==> src/rtl/ptpsig_pkg.sv <==
package ptpsig_pkg;

  localparam int unsigned BYTE_W      = 8;
  localparam int unsigned SIG_BYTES   = 16;
  localparam int unsigned SIG_W       = SIG_BYTES * BYTE_W;
  localparam int unsigned MAC_BYTES   = 6;
  localparam int unsigned MAC_W       = MAC_BYTES * BYTE_W;
  localparam int unsigned PAD_BYTES   = SIG_BYTES - 4 - MAC_BYTES;

  // Header geometry
  localparam int unsigned ETH_HDR_LEN = 14;
  localparam int unsigned UDP_HDR_LEN = 8;
  localparam int unsigned IP_PROTO_OFS = 9;
  localparam int unsigned IP_MIN_IHL  = 5;
  localparam logic [3:0]  IP_VERSION4 = 4'd4;
  localparam logic [7:0]  IP_PROTO_UDP = 8'd17;
  localparam logic [15:0] ETYPE_PTP   = 16'h88F7;
  localparam logic [15:0] ETYPE_IPV4  = 16'h0800;

  // Field offsets inside the PTP common header
  localparam int unsigned PTP_OFS_TYPE   = 0;
  localparam int unsigned PTP_OFS_DOMAIN = 4;
  localparam int unsigned PTP_OFS_SEQ_HI = 30;
  localparam int unsigned PTP_OFS_SEQ_LO = 31;

  typedef enum logic [1:0] {
    ST_IDLE = 2'd0,
    ST_ETH  = 2'd1,
    ST_IP   = 2'd2,
    ST_PTP  = 2'd3
  } parse_st_e;

  // Byte k of the signature sits at [SIG_W-1-8k -: 8]
  function automatic logic [SIG_W-1:0] pack_sig(input logic [15:0]      seq,
                                                input logic [7:0]       dom,
                                                input logic [3:0]       mtype,
                                                input logic [MAC_W-1:0] mac);
    logic [SIG_W-1:0] s;
    s = '0;
    s[SIG_W-1  -: 16]    = seq;
    s[SIG_W-17 -: 8]     = dom;
    s[SIG_W-25 -: 8]     = {4'h0, mtype};
    s[SIG_W-33 -: MAC_W] = mac;
    for (int k = 0; k < PAD_BYTES; k++) begin
      s[8*k +: 8] = {4'h0, mtype};
    end
    return s;
  endfunction

endpackage

==> src/rtl/ptpsig_cursor.sv <==
module ptpsig_cursor #(
  parameter int unsigned IDX_W = 8
) (
  input  logic             clk,
  input  logic             rst_n,
  input  logic             beat,
  input  logic             start,
  output logic [IDX_W-1:0] idx
);

  localparam logic [IDX_W-1:0] IDX_MAX = '1;

  logic [IDX_W-1:0] cnt_q, cnt_d;
  logic             cnt_en;

  // Position of the byte on the bus this cycle
  assign idx    = start ? '0 : cnt_q;
  assign cnt_en = beat;

  always_comb begin
    cnt_d = (idx == IDX_MAX) ? idx : idx + 1'b1;
  end

  always_ff @(posedge clk or negedge rst_n) begin
    if (!rst_n) begin
      cnt_q <= '0;
    end else if (cnt_en) begin
      cnt_q <= cnt_d;
    end
  end

endmodule

==> src/rtl/ptpsig_classify.sv <==
module ptpsig_classify
  import ptpsig_pkg::*;
#(
  parameter int unsigned IDX_W = 8
) (
  input  logic             clk,
  input  logic             rst_n,
  input  logic             beat,
  input  logic             start,
  input  logic             eof,
  input  logic [7:0]       data,
  input  logic [IDX_W-1:0] idx,
  input  logic             done,
  output logic             in_ptp,
  output logic             mac_phase,
  output logic             fail,
  output logic [IDX_W-1:0] base
);

  localparam logic [IDX_W-1:0] IX_ET_HI    = IDX_W'(ETH_HDR_LEN - 2);
  localparam logic [IDX_W-1:0] IX_ET_LO    = IDX_W'(ETH_HDR_LEN - 1);
  localparam logic [IDX_W-1:0] IX_IP_VER   = IDX_W'(ETH_HDR_LEN);
  localparam logic [IDX_W-1:0] IX_IP_PROTO = IDX_W'(ETH_HDR_LEN + IP_PROTO_OFS);
  localparam logic [IDX_W-1:0] IX_MAC_END  = IDX_W'(MAC_BYTES);
  localparam logic [IDX_W-1:0] L2_BASE     = IDX_W'(ETH_HDR_LEN);
  localparam logic [IDX_W-1:0] IP_FIXED    = IDX_W'(ETH_HDR_LEN + UDP_HDR_LEN);

  parse_st_e        st_q, st_d, eff_st;
  logic [7:0]       et_hi_q, et_hi_d;
  logic [3:0]       ihl_q, ihl_d;
  logic [IDX_W-1:0] base_q, base_d;
  logic             live, bad;

  assign eff_st    = start ? ST_ETH : st_q;
  assign live      = beat && (eff_st != ST_IDLE);
  assign in_ptp    = live && (eff_st == ST_PTP);
  assign mac_phase = live && (eff_st == ST_ETH) && (idx < IX_MAC_END);
  assign base      = base_q;

  always_comb begin
    st_d    = st_q;
    et_hi_d = et_hi_q;
    ihl_d   = ihl_q;
    base_d  = base_q;
    bad     = 1'b0;
    if (live) begin
      st_d = eff_st;
      unique case (eff_st)
        ST_ETH: begin
          if (idx == IX_ET_HI) et_hi_d = data;
          if (idx == IX_ET_LO) begin
            if ({et_hi_q, data} == ETYPE_PTP) begin
              st_d   = ST_PTP;
              base_d = L2_BASE;
            end else if ({et_hi_q, data} == ETYPE_IPV4) begin
              st_d = ST_IP;
            end else begin
              bad = 1'b1;
            end
          end
        end
        ST_IP: begin
          if (idx == IX_IP_VER) begin
            if (data[7:4] == IP_VERSION4 && data[3:0] >= 4'(IP_MIN_IHL)) ihl_d = data[3:0];
            else bad = 1'b1;
          end
          if (idx == IX_IP_PROTO) begin
            if (data == IP_PROTO_UDP) begin
              st_d   = ST_PTP;
              base_d = IP_FIXED + IDX_W'({ihl_q, 2'b00});
            end else begin
              bad = 1'b1;
            end
          end
        end
        ST_PTP: begin
          if (done) st_d = ST_IDLE;
        end
        default: ;
      endcase
      if (bad || eof) st_d = ST_IDLE;
    end
    fail = live && (bad || (eof && !done));
  end

  always_ff @(posedge clk or negedge rst_n) begin
    if (!rst_n) begin
      st_q    <= ST_IDLE;
      et_hi_q <= '0;
      ihl_q   <= '0;
      base_q  <= '0;
    end else if (beat) begin
      st_q    <= st_d;
      et_hi_q <= et_hi_d;
      ihl_q   <= ihl_d;
      base_q  <= base_d;
    end
  end

  // PTP offset chosen for either carrier lies past the Ethernet header
  assert_ptp_base_R2: assert property (@(posedge clk) disable iff (!rst_n)
    (st_q == ST_PTP) |-> (base_q >= L2_BASE));

endmodule

==> src/rtl/ptpsig_capture.sv <==
module ptpsig_capture
  import ptpsig_pkg::*;
#(
  parameter int unsigned IDX_W = 8
) (
  input  logic             clk,
  input  logic             rst_n,
  input  logic             in_ptp,
  input  logic             mac_phase,
  input  logic [IDX_W-1:0] idx,
  input  logic [IDX_W-1:0] base,
  input  logic [7:0]       data,
  output logic             done,
  output logic [SIG_W-1:0] sig_next
);

  localparam logic [IDX_W-1:0] REL_TYPE   = IDX_W'(PTP_OFS_TYPE);
  localparam logic [IDX_W-1:0] REL_DOMAIN = IDX_W'(PTP_OFS_DOMAIN);
  localparam logic [IDX_W-1:0] REL_SEQ_HI = IDX_W'(PTP_OFS_SEQ_HI);
  localparam logic [IDX_W-1:0] REL_SEQ_LO = IDX_W'(PTP_OFS_SEQ_LO);

  logic [IDX_W-1:0] rel;
  logic [MAC_W-1:0] mac_q, mac_d;
  logic [3:0]       mtype_q, mtype_d;
  logic [7:0]       dom_q, dom_d;
  logic [7:0]       seqhi_q, seqhi_d;
  logic             mac_en, fld_en;

  assign rel    = idx - base;
  assign done   = in_ptp && (rel == REL_SEQ_LO);
  assign mac_en = mac_phase;
  assign fld_en = in_ptp;

  always_comb begin
    mac_d   = {mac_q[MAC_W-BYTE_W-1:0], data};
    mtype_d = (rel == REL_TYPE)   ? data[3:0] : mtype_q;
    dom_d   = (rel == REL_DOMAIN) ? data      : dom_q;
    seqhi_d = (rel == REL_SEQ_HI) ? data      : seqhi_q;
  end

  always_ff @(posedge clk or negedge rst_n) begin
    if (!rst_n) begin
      mac_q   <= '0;
      mtype_q <= '0;
      dom_q   <= '0;
      seqhi_q <= '0;
    end else begin
      if (mac_en) mac_q <= mac_d;
      if (fld_en) begin
        mtype_q <= mtype_d;
        dom_q   <= dom_d;
        seqhi_q <= seqhi_d;
      end
    end
  end

  assign sig_next = pack_sig({seqhi_q, data}, dom_q, mtype_q, mac_q);

endmodule

==> src/rtl/ptp_sig_extract.sv <==
module ptp_sig_extract
  import ptpsig_pkg::*;
#(
  parameter int unsigned IDX_W = 8
) (
  input  logic             clk,
  input  logic             rst_n,
  input  logic             in_valid,
  input  logic             in_sof,
  input  logic             in_eof,
  input  logic [7:0]       in_data,
  output logic [SIG_W-1:0] sig_o,
  output logic             sig_valid_o,
  output logic             unsup_o
);

  logic             beat, start;
  logic [IDX_W-1:0] idx, base;
  logic             in_ptp, mac_phase, fail, done;
  logic [SIG_W-1:0] sig_next, sig_q, sig_d;
  logic             vld_q, uns_q;

  assign beat  = in_valid;
  assign start = in_valid & in_sof;

  ptpsig_cursor #(.IDX_W(IDX_W)) cursor_i (
    .clk   (clk),
    .rst_n (rst_n),
    .beat  (beat),
    .start (start),
    .idx   (idx)
  );

  ptpsig_classify #(.IDX_W(IDX_W)) classify_i (
    .clk       (clk),
    .rst_n     (rst_n),
    .beat      (beat),
    .start     (start),
    .eof       (in_eof),
    .data      (in_data),
    .idx       (idx),
    .done      (done),
    .in_ptp    (in_ptp),
    .mac_phase (mac_phase),
    .fail      (fail),
    .base      (base)
  );

  ptpsig_capture #(.IDX_W(IDX_W)) capture_i (
    .clk       (clk),
    .rst_n     (rst_n),
    .in_ptp    (in_ptp),
    .mac_phase (mac_phase),
    .idx       (idx),
    .base      (base),
    .data      (in_data),
    .done      (done),
    .sig_next  (sig_next)
  );

  always_comb begin
    sig_d = done ? sig_next : sig_q;
  end

  always_ff @(posedge clk or negedge rst_n) begin
    if (!rst_n) begin
      sig_q <= '0;
      vld_q <= 1'b0;
      uns_q <= 1'b0;
    end else begin
      sig_q <= sig_d;
      vld_q <= done;
      uns_q <= fail;
    end
  end

  assign sig_o       = sig_q;
  assign sig_valid_o = vld_q;
  assign unsup_o     = uns_q;

  assert_one_verdict_R3: assert property (@(posedge clk) disable iff (!rst_n)
    !(sig_valid_o && unsup_o));

  assert_valid_pulse_R7: assert property (@(posedge clk) disable iff (!rst_n)
    sig_valid_o |=> !sig_valid_o);

  assert_sig_hold_R7: assert property (@(posedge clk) disable iff (!rst_n)
    !sig_valid_o |-> $stable(sig_o));

  assert_idle_quiet_R9: assert property (@(posedge clk) disable iff (!rst_n)
    !in_valid |=> (!sig_valid_o && !unsup_o));

  assert_strobe_has_byte_R10: assert property (@(posedge clk) disable iff (!rst_n)
    (sig_valid_o || unsup_o) |-> $past(in_valid));

endmodule

==> config.mk <==
export PLATFORM = sky130hd
export DESIGN_NAME = ptp_sig_extract
export DESIGN_NICKNAME = d
export VERILOG_FILES = /design/src/rtl/ptpsig_pkg.sv /design/src/rtl/ptpsig_cursor.sv /design/src/rtl/ptpsig_classify.sv /design/src/rtl/ptpsig_capture.sv /design/src/rtl/ptp_sig_extract.sv
export SDC_FILE = /design/constraint.sdc
export NUM_CORES = 1
export LEC_CHECK = 0
export CAP_MARGIN = 25
export CORE_MARGIN = 2
export CORE_UTILIZATION = 44
export DETAILED_ROUTE_END_ITERATION = 6
export MAX_ROUTING_LAYER = met4
export PLACE_DENSITY = 0.72
export RECOVER_POWER = 25
export SYNTH_ARGS = -nofsm -noshare
export SYNTH_HDL_FRONTEND = slang
export SYNTH_SLANG_ARGS = --single-unit
==> constraint.sdc <==
create_clock -name clk -period 3 [get_ports clk]
set_input_delay 0.45 -clock clk [delete_from_list [all_inputs] [get_ports clk]]
set_output_delay 0.45 -clock clk [all_outputs]
set_load 0.02 [all_outputs]
; Word level (Yosys, flattened, before mapping)
; Cells that the tools add are included.
; W data, S select, Z words.
[word_totals]
in_bits = 13
word_cells = 84
reg_bits = 200
[classes]
eq_ne = 19
n_addsub = 3
bitwise_logic = 1
muxes = 26
magnitude_cmp = 2
reduce_logical = 21
[ops]
columns = cell, count
row1 = $mux W8, 6
row2 = $eq A8 B5 Y1 const B, 4
row3 = $eq A8 B4 Y1 const B, 3
row4 = $eq A16 B12 Y1 const B, 1
row5 = $eq A16 B16 Y1 const B, 1
row6 = $mux W2, 8
row7 = $pmux W8 S2, 1
row8 = $mux W1, 9
row9 = $add A8 B1 Y8 const B, 1
row10 = $eq A8 B3 Y1 const B, 1
row11 = $eq A8 B8 Y1 const B, 1
row12 = $logic_and A1 B1 Y1, 8
row13 = $logic_not A8 Y1, 1
row14 = $lt A8 B3 Y1 const B, 1
row15 = $reduce_and A2 Y1, 4
row16 = $sub A8 B8 Y8, 1
row17 = $add A5 B6 Y7 const A, 1
row18 = $reduce_and A7 Y1, 1
row19 = $pmux W2 S3, 1
row20 = $reduce_and A5 Y1, 1
row21 = $eq A2 B2 Y1 const B, 2
row22 = $eq A4 B3 Y1 const B, 1
row23 = $ge A4 B3 Y1 const B, 1
row24 = $ne A2 B1 Y1 const B, 2
row25 = 8 further kinds, 11

; Logic depth before layout (Yosys ltp)
[depth]
word_depth = 11
ltp_mapped = 16
depth_no_buf = 11

; Modules after synthesis
; A second synthesis with hierarchy kept.
[hier_totals]
cells_unflattened = 715
hier_area_um2 = 10154.7
[modules_own_cells]
columns = module, area_per_inst_um2, seq_area_each_um2, n_inst, cells_each
row1 = ptp_sig_extract, 4878.4, 3253.1, 1, 273
row2 = ptpsig_capture, 3483.3, 1701.6, 1, 266
row3 = ptpsig_classify, 1298.7, 500.5, 1, 122
row4 = ptpsig_cursor, 494.2, 200.2, 1, 54

; Worst setup path before layout
; Ideal clock, no wire load.
[synth_path]
kind = input-to-reg
startpoint = input port in_sof
endpoint = register capture_i.seqhi_q[3]
cell_stages = 13
arrival_time_ns = 3.294
required_ns = 2.875
n_path_buf = 2
path_slack_ns = -0.419
setup_ns = 0.125
path_cell_list = buf_4 nand2_1 buf_4 nand2_1 ha_1 fa_1 nand2b_1 o2bb2ai_1 o311a_1 or3_1 nand4b_4 nor4b_4 mux2_2
[synth_between]
elab_chain_cells = 6
word_cells_on_any_way = 10
[synth_rtl]
columns = element, line
row1 = start: declaration, ptp_sig_extract.sv:9  ; input logic in_sof,
row2 = $and A1 B1 Y1 *, ptp_sig_extract.sv:24  ; assign start = in_valid & in_sof;
row3 = branches (longest 4 deep; another with $sub A8 B8 Y8), --
row4 = $reduce_and A2 Y1 (no line) *, --
row5 = end signal: assignment, ptpsig_capture.sv:52  ; seqhi_q <= seqhi_d;
row6 = end: declaration, ptpsig_capture.sv:26  ; logic [7:0] seqhi_q, seqhi_d;
; Mark *: on every way between the ends.
; A chain may end at the register's enable or synchronous reset.

; Worst setup path after layout
[layout_path]
startpoint = register cursor_i.cnt_q[1]
endpoint = register capture_i.dom_q[1]
[layout_between]
elab_chain_cells = 4
[layout_rtl]
columns = element, line
row1 = start: declaration, ptpsig_cursor.sv:13  ; logic [IDX_W-1:0] cnt_q, cnt_d;
row2 = start signal: assignment, ptpsig_cursor.sv:28  ; cnt_q <= cnt_d;
row3 = $mux W8, ptpsig_cursor.sv:17  ; assign idx = start ? '0 : cnt_q;
row4 = $sub A8 B8 Y8, ptpsig_capture.sv:29  ; assign rel = idx - base;
row5 = $eq A8 B3 Y1, ptpsig_capture.sv:37  ; dom_d = (rel == REL_DOMAIN) ? data : dom_q;
row6 = $reduce_and A2 Y1 (no line), --
row7 = end signal: assignment, ptpsig_capture.sv:51  ; dom_q <= dom_d;
row8 = end: declaration, ptpsig_capture.sv:25  ; logic [7:0] dom_q, dom_d;
; No other way between the ends.

==> impl_metrics.toml <==
[die]
start_util_pct = 45.1
pin_count = 143
fp-row-count = 48
chipWidth_um = 137
die_area_um2 = 18900
die_height_um = 137
core_area_um2 = 17400

[synthesis]
yosys_warnings = 0
synth_area_leaders = "dfrtp_1, nand2_1, mux2_2"
synth_seq_area_share_pct = 55.7
synth-seq-cells = 174
synth_cells = 743
synth_top_area_share_pct = 55.7
synth_cell_types = 52
synth_edf_count = 0
synth_top_area_cell = "dfrtp_1"
ys.flop_type = "dfrtp_1"
syn_avg_cell_area_um2 = 10.5
async_flop_share_pct = 100
syn_area_um2 = 7820

[global_route]
grt_pass1_vias = 5562
gr-total-overflow = 0
grt_max_degree = 68
track_usage_pct = 20.0
antenna_found_initial = 0
grt_pass1_wl_um = 28200

[power]
p_sw_mw = 1.46
ir_worst_vdd_mv = 0.400
seqPwrFrac_pct = 47.3
power_density_nw_per_um2 = 557
p_comb_share_pct = 15.2
fin_total_pwr_mw = 5.69
p_int_mw = 4.23
p_leak_nw = 5.09
clock_power_share_pct = 37.5
p_sw_share_pct = 25.6

[place]
dpl.hpwl_um = 12500
portBuffers = 114
pre_cts_ws_ns = -0.673
globalplace.congestion = 0.879
post_dp_cell_area_um2 = 9620

[sta]
fin_ws_ns = 0.0889
clock_skew_ns = 0.00797
worst_slew_pin_slew_ns = 1.66
relSlewSlack_pct = -10.8
hold_violations = 0
fin_crit_sh_pct = 97.0
period_minus_slack_ns = 2.91
fin_setup_tns_ns = 0
setup_viol = 0
fmax_mhz = 344
slew_viol_final = 68
rsz0062_at_grt = "yes"

[finish]
n_antenna_cell = 0
fill_cells = 1450
final_layout_size_suffix_gt1_share_pct = 23.2
fin_util_pct = 58.9
finish.instance_area_um2 = 10200
fin_nets = 926
synthToLayoutAreaGrowth_pct = 30.7

[worst_setup_path]
arrival_ns = 3.21
cp-end-kind = "flop"
path_max_fanout = 4
cp_num_buf_inv = 2
max_stage_delay_ns = 0.41
r2r_cells = 12
start_kind = "flop"
crit_chain = "nand2_4, ha_4, fa_2, nand2b_4, o2bb2ai_2, o311a_1, or3_4, nand4b_4, buf_4, nor3_4, buf_4, mux2_4"
crit_required_ns = 3.30
cp.depth = 12
rrSetupSlack_ns = 0.09
cp-endpoint = "capture_i.dom_q[1]$_DFFE_PN0P_"
worstSetupStartpoint = "cursor_i.cnt_q[1]$_DFFE_PN0P_"
cpMostUsedCell = "buf_4"
cp_slowest_cell = "dfrtp_1"
r2r-start = "cursor_i.cnt_q[1]$_DFFE_PN0P_"
path_class = "flop to flop"
regToRegEndpoint = "capture_i.dom_q[1]$_DFFE_PN0P_"
cpLargestDelayFamily = "simple AND/OR/NAND/NOR gates"

[clock_tree]
cts_tree = "done"
clock-sinks = 174
clock_latency_ns = 0.42
clk_path_buf_depth = 2
cts_root_buf = "clkbuf_16"
htreeDepth = 4
cts_buffers = 17
clk_pin_slew_ns = 0.06

[drt]
wl_per_cell_um = 15.4
drc_errors = 0
wl_um = 17400
avgViaCountPerCell = 4.93
drt_first_pass_iters = 4
ant_nets = 0
drt-initial-drc-count = 250
vias = 5598

[run]
cap_violations = 1

[hold_path]
hp-class = "primary input to async pin"

[status]
status = "finished, violations left"
violations = "max-capacitance violations, max-slew violations"
[repair_timing]
item / 4_1_cts / 5_1_grt
pin swaps: 1 / 6
cloned: 0 / 0
resized for setup: 2 / 13
hold buffers: 0 / 0
buffers inserted: 0 / 6
hold endpoints to repair: 0 / 0
setup endpoints to repair: 21 / 12
[registers in the layout (all words and copies together), names as in the netlist]
name                count
classify_i.st_q         2
capture_i.mtype_q       4
classify_i.base         6
unsup_o                 1
classify_i.et_hi_q      8
classify_i.ihl_q        4
capture_i.seqhi_q       8
cursor_i.cnt_q          8
capture_i.mac_q        48
sig_valid_o             1
sig_o                  76
capture_i.dom_q         8
[layout make-up]
class,count,area [um^2],share of cell area (%)
Inverter,16,60.1,0.587
Multi-Input combinational cell,496,3130,30.6
Timing Repair Buffer,193,1830,17.9
Tap cell,225,282,2.75
Clock buffer,22,454,4.44
Clock inverter,9,113,1.10
Sequential cell,174,4350,42.6
[cell families (layout without fill, tap and decap cells)]
group	count (synthesis)	count (layout)	share of synthesized area [%]
compound gates	53	53	4.56
xor+xnor	8	8	0.896
buf+inv	100	240	7.52
mux	80	80	11.5
other cells	1	28	0.0479
simple gates	312	312	17.3
fa+ha+maj	15	15	2.50
flops	174	174	55.7
[cell usage in the layout, fill, tap and decap left out, types with 8 or more instances in the layout]
cell and instances:
conb_1 28, mux2_4 16, buf_12 9, mux2_2 64, o21ai_0 8, nand2_1 249
nor2_1 9, a21oi_1 15, clkdlybuf4s50_1 111, buf_4 67, dfrtp_1 174, ha_1 12
clkbuf_16 17, inv_1 15
[through the flow]
stage | instances | hold WS, ns
2_1_floorplan | 770 | 0.154
3_3_place_gp | 1098 | 0.450
3_5_place_dp | 1098 | 0.456
4_1_cts | 1129 | 0.0492
5_1_grt | 1135 | 0.487
6_report | 1135 | 0.453
[worst min-delay path by stage]
stage | from | end
2_1_floorplan | rst_n | capture_i.dom_q[0]$_DFFE_PN0P_
6_report | rst_n | sig_o[91]$_DFFE_PN0P_
4_1_cts | rst_n | sig_o[91]$_DFFE_PN0P_
3_3_place_gp | sig_o[64]$_DFFE_PN0P_ | sig_o[64]$_DFFE_PN0P_
5_1_grt | in_sof | cursor_i.cnt_q[5]$_DFFE_PN0P_
3_5_place_dp | sig_o[57]$_DFFE_PN0P_ | sig_o[57]$_DFFE_PN0P_
[power by group through the flow]
stage | registers (mW) | logic, mW | clock network (mW)
4_1_cts | 2.70 | 0.814 | 2.18
3_3_place_gp | 2.73 | 0.794 | 0
2_1_floorplan | 2.67 | 0.530 | 0
3_5_place_dp | 2.74 | 0.808 | 0
5_1_grt | 2.72 | 0.947 | 2.27
6_report | 2.69 | 0.862 | 2.14
[per-layer routing]
layer / vias up / track usage (%) / wire length [um]
met5: - / - / 0
met1: 2787 / 25.8 / 7950
li1: 2693 / - / -
met4: 0 / 5.84 / 235
met2: 101 / 32.2 / 8650
met3: 17 / 4.01 / 595
[cell usage after synthesis, types with 4 or more instances]
cell type	number
o21ai_0	9
dfrtp_1	174
mux2_2	80
buf_2	8
nor4b_1	4
a21oi_1	15
nand2b_1	8
nand2_1	251
nor2_1	9
xor2_1	4
nand4_1	4
inv_1	16
nor3_1	8
buf_4	54
o211ai_1	4
o31ai_1	4
xnor2_1	4
buf_1	6
clkbuf_1	16
nand3_1	8
ha_1	14
Power figures use the tool's default switching activity.
